## config.mk

```make
export PLATFORM = sky130hd
export DESIGN_NAME = host_bus_slave
export DESIGN_NICKNAME = d
export VERILOG_FILES = /design/src/rtl/hbs_pkg.sv /design/src/rtl/hbs_sync.sv /design/src/rtl/hbs_ctrl.sv /design/src/rtl/hbs_datapath.sv /design/src/rtl/host_bus_slave.sv
export SDC_FILE = /design/constraint.sdc
export NUM_CORES = 1
export LEC_CHECK = 0
export BUFFER_PORTS_ARGS = -buffer_cell sky130_fd_sc_hd__buf_2
export CAP_MARGIN = 10
export CORE_MARGIN = 10
export CORE_UTILIZATION = 35
export DETAILED_ROUTE_END_ITERATION = 7
export SYNTH_ARGS = -nofsm -noshare
export SYNTH_HDL_FRONTEND = slang
export SYNTH_SLANG_ARGS = --single-unit
export TNS_END_PERCENT = 100
```

## constraint.sdc

```tcl
create_clock -name clk -period 1.55 [get_ports clk]
set_clock_uncertainty 0.05 [all_clocks]
set_input_delay 0.0775 -clock clk [delete_from_list [all_inputs] [get_ports clk]]
set_output_delay 0.0775 -clock clk [all_outputs]
set_load 0.02 [all_outputs]
```

## src/rtl/hbs_pkg.sv

```systemverilog
package hbs_pkg;
  parameter int HBS_LANES = 2;

  typedef struct packed {
    logic                 wrCommit;
    logic [HBS_LANES-1:0] laneEn;
    logic                 rdActive;
  } hbsStrobe_t;
endpackage

```

## src/rtl/hbs_sync.sv

```systemverilog
module hbs_sync #(
  parameter int W      = 1,
  parameter int STAGES = 2
) (
  input  logic         clk,
  input  logic         rstN,
  input  logic [W-1:0] asyncIn,
  output logic [W-1:0] syncOut
);
  // strobes are active low, so the idle value is all ones
  logic [W-1:0] chain [STAGES];

  always_ff @(posedge clk or negedge rstN) begin
    if (!rstN) begin
      for (int i = 0; i < STAGES; i++) chain[i] <= '1;
    end else begin
      chain[0] <= asyncIn;
      for (int i = 1; i < STAGES; i++) chain[i] <= chain[i-1];
    end
  end

  assign syncOut = chain[STAGES-1];
endmodule

```

## src/rtl/hbs_ctrl.sv

```systemverilog
module hbs_ctrl import hbs_pkg::*; #(
  parameter int SYNC_STAGES = 2
) (
  input  logic                 clk,
  input  logic                 rstN,
  input  logic                 csN,
  input  logic                 oeN,
  input  logic [HBS_LANES-1:0] beN,
  output hbsStrobe_t           strb
);
  localparam int SW = 2 + HBS_LANES;

  logic [SW-1:0]        syncVec;
  logic                 csS, oeS;
  logic [HBS_LANES-1:0] beS;
  logic                 wrCond, rdCond, wrCondQ;

  hbs_sync #(.W(SW), .STAGES(SYNC_STAGES)) syncI (
    .clk(clk), .rstN(rstN), .asyncIn({csN, oeN, beN}), .syncOut(syncVec)
  );

  assign {csS, oeS, beS} = syncVec;
  assign wrCond = !csS && (beS != '1);
  assign rdCond = !csS && !oeS && (beS == '1);

  always_ff @(posedge clk or negedge rstN) begin
    if (!rstN) wrCondQ <= 1'b0;
    else       wrCondQ <= wrCond;
  end

  assign strb.wrCommit = wrCond && !wrCondQ;
  assign strb.laneEn   = ~beS;
  assign strb.rdActive = rdCond;

  assert_commit_once_R4: assert property (@(posedge clk) disable iff (!rstN)
    strb.wrCommit |=> !strb.wrCommit);
  assert_commit_has_lane_R2: assert property (@(posedge clk) disable iff (!rstN)
    strb.wrCommit |-> (strb.laneEn != '0));
  assert_rd_wr_exclusive_R7: assert property (@(posedge clk) disable iff (!rstN)
    !(strb.rdActive && strb.wrCommit));
endmodule

```

## src/rtl/hbs_datapath.sv

```systemverilog
module hbs_datapath import hbs_pkg::*; #(
  parameter int ADDR_W = 4
) (
  input  logic                   clk,
  input  logic                   rstN,
  input  hbsStrobe_t             strb,
  input  logic [ADDR_W-1:0]      addr,
  input  logic [8*HBS_LANES-1:0] dataIn,
  output logic [8*HBS_LANES-1:0] dataOut,
  output logic                   dataOe
);
  localparam int DW    = 8 * HBS_LANES;
  localparam int DEPTH = 1 << ADDR_W;

  logic [DEPTH-1:0][DW-1:0] bank;
  logic [DW-1:0]            wrMask;

  for (genvar g = 0; g < HBS_LANES; g++) begin : gLane
    assign wrMask[g*8 +: 8] = {8{strb.laneEn[g]}};
  end

  always_ff @(posedge clk or negedge rstN) begin
    if (!rstN) begin
      bank <= '0;
    end else if (strb.wrCommit) begin
      bank[addr] <= (bank[addr] & ~wrMask) | (dataIn & wrMask);
    end
  end

  always_ff @(posedge clk or negedge rstN) begin
    if (!rstN) begin
      dataOut <= '0;
      dataOe  <= 1'b0;
    end else begin
      dataOut <= strb.rdActive ? bank[addr] : '0;
      dataOe  <= strb.rdActive;
    end
  end

  assert_oe_from_read_R6: assert property (@(posedge clk) disable iff (!rstN)
    $rose(dataOe) |-> $past(strb.rdActive));
  assert_bank_hold_R4: assert property (@(posedge clk) disable iff (!rstN)
    !strb.wrCommit |=> $stable(bank));
  assert_low_lane_keep_R3: assert property (@(posedge clk) disable iff (!rstN)
    (strb.wrCommit && !strb.laneEn[0]) |=> (bank[$past(addr)][7:0] == $past(bank[addr][7:0])));
endmodule

```

## src/rtl/host_bus_slave.sv

```systemverilog
module host_bus_slave import hbs_pkg::*; #(
  parameter int ADDR_W      = 4,
  parameter int SYNC_STAGES = 2
) (
  input  logic                   clk,
  input  logic                   rstN,
  input  logic                   csN,
  input  logic                   oeN,
  input  logic [HBS_LANES-1:0]   beN,
  input  logic [ADDR_W-1:0]      addr,
  input  logic [8*HBS_LANES-1:0] dataIn,
  output logic [8*HBS_LANES-1:0] dataOut,
  output logic                   dataOe
);
  hbsStrobe_t strb;

  hbs_ctrl #(.SYNC_STAGES(SYNC_STAGES)) ctrlI (
    .clk(clk), .rstN(rstN), .csN(csN), .oeN(oeN), .beN(beN), .strb(strb)
  );

  hbs_datapath #(.ADDR_W(ADDR_W)) dpI (
    .clk(clk), .rstN(rstN), .strb(strb), .addr(addr), .dataIn(dataIn),
    .dataOut(dataOut), .dataOe(dataOe)
  );
endmodule

```

# After elaboration in Yosys (flattened, before gate mapping)
# Cells that the tools add are included.
# Widths: inputs -> output; s select.
# word_totals
out_inout_bits,17
reg_bits,282
wordCells,44
input_bits,26
# classes
n_bitwise,5
eq_ne,2
reduce_logical,8
magnitude_cmp,2
n_mux,6
# op_table
cell,count
$bwmux 256,1
$bmux 16 s4,1
$demux 16 s4,1
$mux 16,3
$and 16x16->16,2
$not 16->16,1
$or 16x16->16,1
$logic_and 1x1->1,5
$lt 4x5->1 const B,1
$ge 4x1->1 const B,1
$logic_not 1->1,3
$eq 2x2->1 const B,1
$ne 2x2->1 const B,1
$not 2->2,1

# Depth between registers and ports, before layout
# logic_depth
ltp_word,5
mapped_depth,8
mapped_depth_nobuf,4

# Hierarchy
# A second synthesis with hierarchy kept.
# hier_totals
cells_unflattened,1219
hier_area_um2,13167.6
# modules_own_cells
module,cells_per_inst,n_inst,area_each_um2,seq_area_each_um2
hbs_datapath,1200,1,12857.3,6831.6
hbs_sync,12,1,240.2,210.2
hbs_ctrl,7,1,70.1,25.0

# Worst setup path after synthesis
# OpenSTA, ideal clock, no wires.
# synth_timing
path_type,register to register
start,register ctrlI.syncI.chain (netlist bit ctrlI.syncI.syncOut[1])
end,register dpI.dataOut[12]
period_less_slack_ps,1724
t_arrival_ps,1597
path_buffers,2
stages_incl_launch_ff,6
path_slack_ps,-174
cell_sequence,dfstp_2 > inv_2 > or4_1 > buf_2 > buf_2 > a21oi_1
# synth_between
elab_chain_cells,3
# synth_lines
element,line_no,text
start: declaration,hbs_sync.sv:11,logic [W-1:0] chain [STAGES];
$eq 2x2->1,hbs_ctrl.sv:24,assign rdCond = !csS && !oeS && (beS == '1);
$logic_and 1x1->1,hbs_ctrl.sv:24,
$mux 16,hbs_datapath.sv:35,dataOut <= strb.rdActive ? bank[addr] : '0;
end signal: assignment,hbs_datapath.sv:35,
end: declaration,hbs_datapath.sv:9,"output logic [8*HBS_LANES-1:0] dataOut,"
# Every way passes these cells.
# A chain may end at the register's enable or synchronous reset.

# Worst setup path in the final report
# layout_timing
start,register ctrlI.syncI.chain (netlist bit ctrlI.syncI.syncOut[0])
end,register dpI.bank[11] (netlist name)
# layout_between
elab_chain_cells,3
# layout_lines
element,line_no,text
$ne 2x2->1,hbs_ctrl.sv:23,assign wrCond = !csS && (beS != '1);
$logic_and 1x1->1,hbs_ctrl.sv:23,
$logic_and 1x1->1,hbs_ctrl.sv:31,assign strb.wrCommit = wrCond && !wrCondQ;
end signal: indexed assignment,hbs_datapath.sv:26,bank[addr] <= (bank[addr] & ~wrMask) | (dataIn & wrMask);
end: declaration,hbs_datapath.sv:15,logic [DEPTH-1:0][DW-1:0] bank;
# Every way passes these cells.

==> metrics.txt <==
outcome=finished with violations; failing checks=negative setup slack; WL per Instance=~22 um; routability cong.=0.835; share of cells above drive strength 1=about a third; Final Cell Area=17300 um^2; critical path launch point type=flip-flop; first-pass GRT wire length=slightly below 60000 um; hold crit path type=primary input to flip-flop; final period utilization=119%; register area=7070 um^2; CTS tree=done; maximum clock path buffer count=3; TritonCTS Sinks=282; Site Rows=70; ys async rst share=100%; dpl cell area=around 15000 um^2; Crit Path Max Fanout=6; vias in the first global route=around 10000; Yosys top cell by area=dfrtp_1; Avg Inst Size Synth=10.8 um^2; Synth cell types=40; Worst-Margin Slew=445 ps; RR Endpoint=dpI.bank[11]; clock root cell=clkbuf_16; worst setup path end=dpI.bank[11]; largest net degree at the start of global routing=74; clk_lat worst skew=approximately 570 ps; EDFF count, synth=0; Crit path max-delay family=compound AO/OA/AOI/OAI gates; Mapped Area=13200 um^2; Post-Syn Instances=around 1200; Starting Density=roughly 36%; post-DP HPWL=23800 um; Final Setup Violations=272; vias per cell=roughly 5.5; IO buf count=42; Max Cap Viol=0; Post-synth top flop=dfrtp_1; initial antenna violation count=0; crit end category=flip-flop; final worst path period need=~1800 ps; DRT iter0 DRCs=1074; ant diodes=0; CP bufs+invs=3; Crit path largest cell delay=between 500 and 600 ps; footprint of the multi-input gates=around 5900 um^2; CTS Buf Count=29; #FFs+latches synth=around 280; P&R area growth vs syn=31.5%; Nets=roughly 1400; Worst Setup Slack post-DPL=-297 ps; drt drc=0; max-slew violations=0; Die Y=between 200 and 250 um; VDD IR max=between 0.0008 and 0.0009 V; Setup WS post-layout=-300 ps; CP startpoint=ctrlI.syncI.syncOut[0]; Pre-antenna DRT Iters=8; Worst Reg-to-Reg Cells=7; number of routed nets with antenna violations=0; Synth area leaders=dfrtp_1, mux2i_1, a31oi_1, nor2_1, o21ai_0; Synthesized Nets=roughly 1200; Critical Path RT=approximately 2000 ps; CTS clk-pin slew, worst paths=~60 ps; yosys warns=0; post-synth top area share=between 50% and 60%; PD cells=approximately 1300 nW/um^2; DRT Wirelength=42100 um; Reg-to-Reg Start=ctrlI.syncI.syncOut[0]; Worst Path Class, Setup=flip-flop to flip-flop; grt ovf=0; fillers=roughly 3400; Worst path slowest cell=a2111o_4; Max Clk Rate=about 0.54 GHz; final number of hold-violating endpoints=0; Lkg Pwr=7.52 nW; Data arrival, critical path=approximately 2300 ps; most frequent cells in the layout=dfrtp_1, mux2i_1, a31oi_1; GRT Total Usage=approximately 16%; core area=roughly 37000 um^2; reg2reg setup slack=-300 ps; RSZ-0062 raised after global routing=yes; width of the die=roughly 210 um; critical-path cell list=a2111o_4, nor4_4, buf_6, buf_12, clkbuf_16, nor2_1, a21oi_1; Die Footprint=around 46000 um^2; sequential cell area fraction in the yosys report=a little over half; leading cell type in the layout, fill and taps excluded=dfrtp_1; relative slew slack=approximately 70%; Util after Layout=between 40% and 50%; H-tree levels=1; Ports=43; vias=10600; CP Depth=7
## cell usage after synthesis (2+ instances only)
library cell,count
nand4_1,6
nor4_4,5
inv_2,3
nor2_1,162
nand3b_1,13
a31oi_1,128
nand2_1,103
clkbuf_1,24
nor3_2,2
buf_1,3
a22oi_2,35
nand4b_1,3
dfstp_2,8
buf_12,2
a32oi_2,13
a22oi_1,26
nor2b_1,4
buf_6,16
buf_4,21
nor2b_2,2
and2_1,3
mux2i_1,128
nand3_2,16
nor3_4,2
nand3_1,16
o21ai_0,95
inv_1,2
a21oi_1,49
dfrtp_1,274
a41oi_2,3
nor2_2,2
buf_2,36
## metal layers
metal	GRT usage, %	vias up	part of all wire, %
met5	0	-	0
met4	3.52	0	2.0
met3	3.35	61	9.0
met2	23.5	401	43
met1	23.7	5323	46
li1	-	4767	-
## flip-flops by register name (all words and copies together) (netlist names)
name and cells:
ctrlI.wrCondQ 1, ctrlI.syncI.chain 4, dpI.bank 256, dpI.dataOe 1, ctrlI.syncI.syncOut 4, dpI.dataOut 16
## cell type report
class | count | share of cell area (%)
inverter | 5 | 0.137
clock inverter | 9 | 0.607
sequential | 282 | 40.8
clock buffer | 43 | 5.08
multi-input combinational | 825 | 34.0
tap | 504 | 3.64
timing repair buffer | 245 | 15.7
## report_power, final
group	switching (mW)	internal [mW]	leakage [nW]
clock	3.01	4.23	0.487
sequential	0.960	8.93	3.52
combinational	2.35	2.21	3.51
total	6.32	15.4	7.52
## worst min-delay path by stage
stage	from	endpoint	slack, ps	cells after the start
4_1_cts	addr[2]	dpI.dataOut[12]	30	4
6_report	addr[2]	dpI.dataOut[12]	60	4
5_1_grt	addr[2]	dpI.dataOut[15]	50	4
2_1_floorplan	rstN	ctrlI.wrCondQ	-270	0
3_3_place_gp	rstN	dpI.bank[190]	-30	1
3_5_place_dp	rstN	dpI.bank[190]	-30	1
## timing repair
item,CTS,global route
gates cloned,3,14
endpoints found under the setup margin,273,273
resized for setup,25,148
hold endpoints to repair,489,0
hold buffers,19,0
pin swaps,2,13
setup buffers,3,14
## worst reg2reg max path: stages, from the launching register on
cell and delay [ps]:
dfstp_2 380, a2111o_4 590, nor4_4 190, buf_6 170
buf_12 120, clkbuf_16 140, nor2_1 40, a21oi_1 100
## metrics by stage
stage | setup TNS (ps) | cells | hold slack, ps | power [mW]
2_1_floorplan | -23840 | 1213 | -268 | 12.6
3_3_place_gp | -37760 | 1809 | -30.9 | 13.8
3_5_place_dp | -43230 | 1809 | -31.6 | 14.0
4_1_cts | -42950 | 1886 | 27.6 | 21.3
5_1_grt | -64400 | 1913 | 46.9 | 22.8
6_report | -49250 | 1913 | 55.5 | 21.7
## cells by family after synthesis
kind of cell	after synthesis	synth area share (%)
buffers and inverters	108	5.27
flip-flops	282	53.7
AO/OA/AOI/OAI	353	18.7
AND/OR/NAND/NOR	342	12.6
multiplexers	128	9.74
No activity file was read; power rests on OpenSTA's default activity.
